File: src/rtl/cfgl_pkg.sv
package cfgl_pkg;

  localparam int BYTE_W     = 8;
  localparam int SETTLE_CYC = 3;

  typedef enum logic [3:0] {
    ST_IDLE,
    ST_RST_PULSE,
    ST_RST_CHECK,
    ST_HOUSEKEEP,
    ST_LOAD,
    ST_DONE_CHECK,
    ST_ACTIVATE,
    ST_DONE,
    ST_ERROR
  } cfg_state_e;

  typedef enum logic [1:0] {
    ERR_NONE   = 2'd0,
    ERR_RESET  = 2'd1,
    ERR_CONFIG = 2'd2,
    ERR_UNSUP  = 2'd3
  } cfg_err_e;

endpackage

File: src/rtl/cfgl_sync.sv
module cfgl_sync #(
  parameter int STAGES = 2
) (
  input  logic clk,
  input  logic rst_n,
  input  logic d_i,
  output logic q_o
);

  logic [STAGES-1:0] chain_q;

  always_ff @(posedge clk or negedge rst_n) begin
    if (!rst_n) chain_q <= '0;
    else        chain_q <= {chain_q[STAGES-2:0], d_i};
  end

  assign q_o = chain_q[STAGES-1];

endmodule

File: src/rtl/cfgl_shift.sv
module cfgl_shift #(
  parameter int HALF_CYC = 5,
  parameter int BYTE_W   = 8
) (
  input  logic              clk,
  input  logic              rst_n,
  input  logic              load_i,
  input  logic [BYTE_W-1:0] byte_i,
  output logic              busy_o,
  output logic              sck_o,
  output logic              mosi_o
);

  localparam int DIV_W = (HALF_CYC < 2) ? 1 : $clog2(HALF_CYC);
  localparam int BIT_W = $clog2(BYTE_W);

  logic              busy_q, busy_d;
  logic              sck_q, sck_d;
  logic [BYTE_W-1:0] sreg_q, sreg_d;
  logic [BIT_W-1:0]  bit_q, bit_d;
  logic [DIV_W-1:0]  div_q, div_d;
  logic              tick;

  assign tick = (div_q == DIV_W'(HALF_CYC - 1));

  always_comb begin
    busy_d = busy_q;
    sck_d  = sck_q;
    sreg_d = sreg_q;
    bit_d  = bit_q;
    div_d  = div_q;
    if (load_i && !busy_q) begin
      busy_d = 1'b1;
      sreg_d = byte_i;
      bit_d  = '0;
      div_d  = '0;
      sck_d  = 1'b0;
    end else if (busy_q) begin
      if (tick) begin
        div_d = '0;
        if (!sck_q) begin
          sck_d = 1'b1;
        end else begin
          sck_d  = 1'b0;
          sreg_d = {sreg_q[BYTE_W-2:0], 1'b0};
          bit_d  = bit_q + BIT_W'(1);
          if (bit_q == BIT_W'(BYTE_W - 1)) busy_d = 1'b0;
        end
      end else begin
        div_d = div_q + DIV_W'(1);
      end
    end
  end

  always_ff @(posedge clk or negedge rst_n) begin
    if (!rst_n) begin
      busy_q <= 1'b0;
      sck_q  <= 1'b0;
      sreg_q <= '0;
      bit_q  <= '0;
      div_q  <= '0;
    end else begin
      busy_q <= busy_d;
      sck_q  <= sck_d;
      sreg_q <= sreg_d;
      bit_q  <= bit_d;
      div_q  <= div_d;
    end
  end

  assign busy_o = busy_q;
  assign sck_o  = sck_q;
  assign mosi_o = sreg_q[BYTE_W-1];

endmodule

File: src/rtl/fpga_cfg_loader.sv
module fpga_cfg_loader #(
  parameter int CLK_HZ       = 125_000_000,
  parameter int SCK_HZ       = 12_500_000,
  parameter int RESET_US     = 1,
  parameter int HOUSEKEEP_US = 1200,
  parameter int ACT_BITS     = 49,
  parameter int SYNC_STAGES  = 2
) (
  input  logic                       clk,
  input  logic                       rst_n,
  input  logic                       start_i,
  input  logic                       partial_i,
  input  logic                       s_valid_i,
  input  logic [cfgl_pkg::BYTE_W-1:0] s_data_i,
  input  logic                       s_last_i,
  output logic                       s_ready_o,
  input  logic                       cfg_done_i,
  output logic                       cfg_rst_n_o,
  output logic                       cfg_cs_n_o,
  output logic                       cfg_sck_o,
  output logic                       cfg_mosi_o,
  output logic                       busy_o,
  output logic                       success_o,
  output logic                       operating_o,
  output logic                       err_o,
  output logic [1:0]                 err_code_o
);

  import cfgl_pkg::*;

  localparam int CYC_PER_US = (CLK_HZ + 999_999) / 1_000_000;
  localparam int RST_CYC    = CYC_PER_US * RESET_US;
  localparam int HK_CYC     = CYC_PER_US * HOUSEKEEP_US;
  localparam int HALF_RAW   = CLK_HZ / (2 * SCK_HZ);
  localparam int HALF_CYC   = (HALF_RAW < 1) ? 1 : HALF_RAW;
  localparam int ACT_BYTES  = (ACT_BITS + BYTE_W - 1) / BYTE_W;
  localparam int LONGEST    = (HK_CYC > RST_CYC) ? HK_CYC : RST_CYC;
  localparam int DLY_W      = $clog2(LONGEST + SETTLE_CYC + 1);
  localparam int ACT_W      = $clog2(ACT_BYTES + 1);

  // Elaboration guard on the SCK rate and on the timing parameters
  if (SCK_HZ > 25_000_000 || SCK_HZ < 1_000_000 || HALF_RAW < 1 ||
      (CLK_HZ / (2 * HALF_CYC)) < 1_000_000 || RESET_US < 1 ||
      HOUSEKEEP_US < 1 || ACT_BITS < 1 || SYNC_STAGES < 2) begin : g_bad_cfg
    $error("fpga_cfg_loader: SCK rate or timing parameter out of range");
  end

  cfg_state_e         state_q, state_d;
  cfg_err_e           err_q, err_d;
  logic [DLY_W-1:0]   dly_q, dly_d;
  logic [ACT_W-1:0]   act_q, act_d;
  logic               last_q, last_d;
  logic               started_q, started_d;
  logic               done_s;
  logic               sh_load, sh_busy;
  logic [BYTE_W-1:0]  sh_byte;
  logic               idle_like, go, refuse, timed, settle_hit;

  cfgl_sync #(.STAGES(SYNC_STAGES)) i_done_sync (
    .clk   (clk),
    .rst_n (rst_n),
    .d_i   (cfg_done_i),
    .q_o   (done_s)
  );

  cfgl_shift #(.HALF_CYC(HALF_CYC), .BYTE_W(BYTE_W)) i_shift (
    .clk    (clk),
    .rst_n  (rst_n),
    .load_i (sh_load),
    .byte_i (sh_byte),
    .busy_o (sh_busy),
    .sck_o  (cfg_sck_o),
    .mosi_o (cfg_mosi_o)
  );

  assign idle_like  = (state_q == ST_IDLE) || (state_q == ST_DONE) || (state_q == ST_ERROR);
  assign go         = idle_like && start_i && !partial_i;
  assign refuse     = idle_like && start_i && partial_i;
  assign timed      = (state_q == ST_RST_PULSE) || (state_q == ST_RST_CHECK) ||
                      (state_q == ST_HOUSEKEEP) || (state_q == ST_DONE_CHECK);
  assign settle_hit = (dly_q == DLY_W'(SETTLE_CYC - 1));

  assign s_ready_o = (state_q == ST_LOAD) && !sh_busy && !last_q;
  assign sh_load   = ((state_q == ST_LOAD) && s_valid_i && s_ready_o) ||
                     ((state_q == ST_ACTIVATE) && !sh_busy && (act_q < ACT_W'(ACT_BYTES)));
  assign sh_byte   = (state_q == ST_LOAD) ? s_data_i : '0;

  // Next-state logic
  always_comb begin
    state_d   = state_q;
    err_d     = err_q;
    last_d    = last_q;
    started_d = started_q;
    act_d     = act_q;
    unique case (state_q)
      ST_IDLE, ST_DONE, ST_ERROR: begin
        if (go) begin
          state_d   = ST_RST_PULSE;
          err_d     = ERR_NONE;
          last_d    = 1'b0;
          started_d = 1'b0;
          act_d     = '0;
        end else if (refuse) begin
          err_d = ERR_UNSUP;
        end
      end
      ST_RST_PULSE: if (dly_q == DLY_W'(RST_CYC - 1)) state_d = ST_RST_CHECK;
      ST_RST_CHECK: begin
        if (settle_hit) begin
          if (done_s) begin
            state_d = ST_ERROR;
            err_d   = ERR_RESET;
          end else begin
            state_d = ST_HOUSEKEEP;
          end
        end
      end
      ST_HOUSEKEEP: if (dly_q == DLY_W'(HK_CYC - 1)) state_d = ST_LOAD;
      ST_LOAD: begin
        if (sh_load) begin
          started_d = 1'b1;
          if (s_last_i) last_d = 1'b1;
        end
        if (last_q && !sh_busy) state_d = ST_DONE_CHECK;
      end
      ST_DONE_CHECK: begin
        if (settle_hit) begin
          if (done_s) begin
            state_d = ST_ACTIVATE;
          end else begin
            state_d = ST_ERROR;
            err_d   = ERR_CONFIG;
          end
        end
      end
      ST_ACTIVATE: begin
        if (sh_load) act_d = act_q + ACT_W'(1);
        if (act_q == ACT_W'(ACT_BYTES) && !sh_busy) state_d = ST_DONE;
      end
      default: state_d = ST_IDLE;
    endcase

    if (state_d != state_q) dly_d = '0;
    else if (timed)         dly_d = dly_q + DLY_W'(1);
    else                    dly_d = dly_q;
  end

  // Registers
  always_ff @(posedge clk or negedge rst_n) begin
    if (!rst_n) begin
      state_q   <= ST_IDLE;
      err_q     <= ERR_NONE;
      dly_q     <= '0;
      act_q     <= '0;
      last_q    <= 1'b0;
      started_q <= 1'b0;
    end else begin
      state_q   <= state_d;
      err_q     <= err_d;
      dly_q     <= dly_d;
      act_q     <= act_d;
      last_q    <= last_d;
      started_q <= started_d;
    end
  end

  // Pin and status decode
  always_comb begin
    cfg_rst_n_o = 1'b1;
    cfg_cs_n_o  = 1'b0;
    unique case (state_q)
      ST_IDLE, ST_RST_PULSE: cfg_rst_n_o = 1'b0;
      ST_LOAD:               cfg_cs_n_o  = !started_q;
      ST_DONE:               cfg_cs_n_o  = 1'b1;
      ST_ERROR: begin
        cfg_rst_n_o = 1'b0;
        cfg_cs_n_o  = 1'b1;
      end
      default: ;
    endcase
  end

  assign busy_o      = !idle_like;
  assign success_o   = (state_q == ST_DONE);
  assign operating_o = done_s;
  assign err_o       = (err_q != ERR_NONE);
  assign err_code_o  = err_q;

endmodule

File: config.mk
export PLATFORM = sky130hd
export DESIGN_NAME = fpga_cfg_loader
export DESIGN_NICKNAME = d
export VERILOG_FILES = /design/src/rtl/cfgl_pkg.sv /design/src/rtl/cfgl_sync.sv /design/src/rtl/cfgl_shift.sv /design/src/rtl/fpga_cfg_loader.sv
export SDC_FILE = /design/constraint.sdc
export NUM_CORES = 1
export LEC_CHECK = 0
export BUFFER_PORTS_ARGS = -buffer_cell sky130_fd_sc_hd__buf_4
export CAP_MARGIN = 20
export CORE_ASPECT_RATIO = 0.9
export CORE_MARGIN = 4
export CORE_UTILIZATION = 31
export DETAILED_ROUTE_END_ITERATION = 6
export SLEW_MARGIN = 0
export SYNTH_ARGS = -nofsm -noshare
export SYNTH_HDL_FRONTEND = slang
export SYNTH_SLANG_ARGS = --single-unit
File: constraint.sdc
create_clock -name clk -period 8 [get_ports clk]
set_input_delay 0.8 -clock clk [delete_from_list [all_inputs] [get_ports clk]]
set_output_delay 0.8 -clock clk [all_outputs]
set_load 0.005 [all_outputs]
==> flow_summary.yaml <==
power:
  power.switching_uw: 217
  total_power_uw: 714
  power_density_mw_per_mm2: 225
  p_clk_share_pct: 28.5
  leakagePower_nw: 1.41
  power_frac_seq_pct: 46.6
  ir_worst_vdd_v: 0.0000929
  power.internal_uw: 498
  swShare_pct: 30.4
  comb_power_share_pct: 24.9
global_route:
  grt_usage_pct: 11.3
  antenna_found_initial: 0
  grt_overflow: 0
  grt_pass1_vias: 2039
  grt_max_degree: 48
  grt_pass1_wl_mm: 9.72
clock_network:
  cts_buffers: 5
  cts_resized: 0
  worstSkewPairLatency_ns: 0.31
  hold_buffers: 0
  cts_sinks: 47
  post_cts_buffers: 0
  tritoncts: "done"
  clockBufferDepth: 2
  clk_pin_slew_worst_paths_ns: 0.08
  cts.htree.levels: 2
  clockRootBuffer: "clkbuf_8"
floorplanning:
  rows: 32
  core_area_mm2: 0.00861
  ios: 26
  die-area_mm2: 0.0104
  die_h_um: 97.2
  die_w_um: 107
  start_util_pct: 31.9
worst_setup_path:
  path_class: "register to register"
  cp.arrival_ns: 2.97
  critPathMaxFanout: 16
  cp_data_required_time_ns: 8.18
  end_kind: "register"
  ff2ff_setup_slack_ns: 5.21
  startpoint_type: "register"
synth:
  syn-num-nets: 308
  synth-seq-cells: 47
  ys_seq_area_share_pct: 42.9
  synth.top_cells.by_area: "dfrtp_1, nand2_1, ha_1"
  yosys_warnings: 0
  synth-main-ff-cell: "dfrtp_1"
  synthArstFlopShare_pct: 100
  syn-cell-area_mm2: 0.00274
  synth_edf_count: 0
  synth_cells: 284
  synth_area_per_cell_um2: 9.66
  yosysTopAreaCell: "dfrtp_1"
  yosys.area.top_type_share_pct: 42.9
  synth_cell_types: 50
layout:
  final.fill_count: 866
  final_common_cell: "dfrtp_1"
  final_cell_mix: "dfrtp_1, nand2_1, buf_4, nor2_1"
  drive_above_1_share_pct: 19.0
  area_growth_syn_to_layout_pct: 16.0
  nets: 329
  fin_area_mm2: 0.00318
  antenna_cells: 0
route:
  routed_wl_mm: 5.58
  first_pass_iters: 4
  remaining_drc_errors: 0
  vias: 2121
  post_drt_via_cell_ratio: 4.99
  ant_nets: 0
  routedWlPerCell_um: 13.1
  drtIter0Drc: 155
timing:
  relSlewSlack_pct: 31.6
  rsz0062_at_grt: "false"
  layout_setup_ws_ns: 5.21
  post-route-period-util_pct: 34.8
  worst_pin_slew_ns: 1.02
  slew_violations: 0
  hold_ws_ns: 0.358
  fin_crit_ns: 2.79
  max_freq_mhz: 359
  fin_tns_setup_ns: 0
  finalSetupViolations: 0
  finalHoldViolations: 0
  fin_skew_ns: 0.0119
placement:
  gp_congestion: 0.768
  port_buffers: 25
  dp_hpwl_mm: 3.96
  pre_cts_ws_ns: 5.20
  dpl_cell_area_mm2: 0.00305
status:
  status: "finished clean"
min_path:
  min_path_type: "register to register"
job:
  drv_cap: 0
[synthesized netlist by cell type, types with 2 or more instances]
master / n
nor2b_1: 6
nand3_1: 12
nand3b_1: 2
o21a_1: 3
nand2b_1: 4
dfrtp_1: 47
and4_1: 2
nor3b_1: 2
a22o_1: 2
xor2_1: 11
clkbuf_1: 11
inv_1: 8
nor4b_1: 2
a21o_1: 3
or2_2: 3
o31ai_1: 11
nor4_1: 3
nand4_1: 8
xnor2_1: 8
nor3_2: 10
o21ai_0: 8
mux2i_1: 9
and3_1: 3
nor3_1: 9
a21oi_1: 12
nand2_1: 31
ha_1: 9
nor2_1: 22
mux2_2: 2
[stage by stage]
stage               util [%]  instances
floorplan                  -        284
global placement        35.4        417
detailed placement      35.4        417
CTS                     37.0        425
global route            37.0        425
finish                  37.0        425
[sequential cells by signal, summed over array words and instances (netlist names)]
| register | cells |
|---|---|
| err_code_o | 2 |
| i_shift.busy_o | 1 |
| i_done_sync.chain_q | 2 |
| act_q | 3 |
| i_shift.bit_q | 3 |
| i_shift.sck_o | 1 |
| state_q | 4 |
| i_shift.sreg_q | 8 |
| started_q | 1 |
| i_shift.div_q | 3 |
| dly_q | 18 |
| last_q | 1 |
[cell families (layout without fill, tap and decap cells)]
kind of cell | after synthesis | in the layout | share of synthesized area (%)
AO/OA/AOI/OAI | 48 | 48 | 12.4
adder cells (fa/ha/maj) | 9 | 9 | 4.11
AND/OR/NAND/NOR | 127 | 127 | 26.8
multiplexers | 12 | 12 | 4.61
XOR/XNOR | 19 | 19 | 6.07
buffers and inverters | 22 | 44 | 3.19
flip-flops | 47 | 47 | 42.9
[worst paths after layout]
kind,to,depth (start not counted),from
min in group asynchronous,i_shift.div_q[0],1,rst_n
max reg2reg,dly_q[6],7,dly_q[10]
max in group asynchronous,dly_q[17],1,rst_n
min,i_done_sync.chain_q[1],0,i_done_sync.chain_q[0]
min reg2reg,i_done_sync.chain_q[1],0,i_done_sync.chain_q[0]
max,dly_q[6],7,dly_q[10]
[per-layer routing]
layer	track usage, %	wire, um	vias up
met3	2.86	240	6
met1	16.0	2720	1036
met4	3.54	78	0
li1	-	-	1048
met5	0	0	-
met2	16.9	2530	31
[worst max-delay path: stages, from the launching register on]
cell,delay (ns)
dfrtp_1,0.41
or4_4,0.57
nor4_4,0.33
nand4_4,0.23
a2111oi_4,0.39
mux2i_2,0.33
buf_4,0.30
nor3_1,0.09
[cell type report]
cell class                 instances  area (um^2)  share of cell area (%)
clock inverter                     2         60.1                    1.89
multi-input combinational        215         1480                    46.6
timing repair buffer              28          210                    6.61
tap                              119          149                    4.68
clock buffer                       6         72.6                    2.28
inverter                           8         30.0                   0.944
sequential                        47         1180                    37.0
[power groups by stage]
| stage | Sequential [mW] | Clock, mW | Combinational (mW) |
|---|---|---|---|
| 2_1_floorplan | 0.322 | 0 | 0.139 |
| 3_3_place_gp | 0.335 | 0 | 0.177 |
| 3_5_place_dp | 0.338 | 0 | 0.181 |
| 4_1_cts | 0.333 | 0.210 | 0.181 |
| 5_1_grt | 0.342 | 0.219 | 0.204 |
| 6_report | 0.333 | 0.204 | 0.178 |
Note: power is estimated with default switching activity, not from simulation.
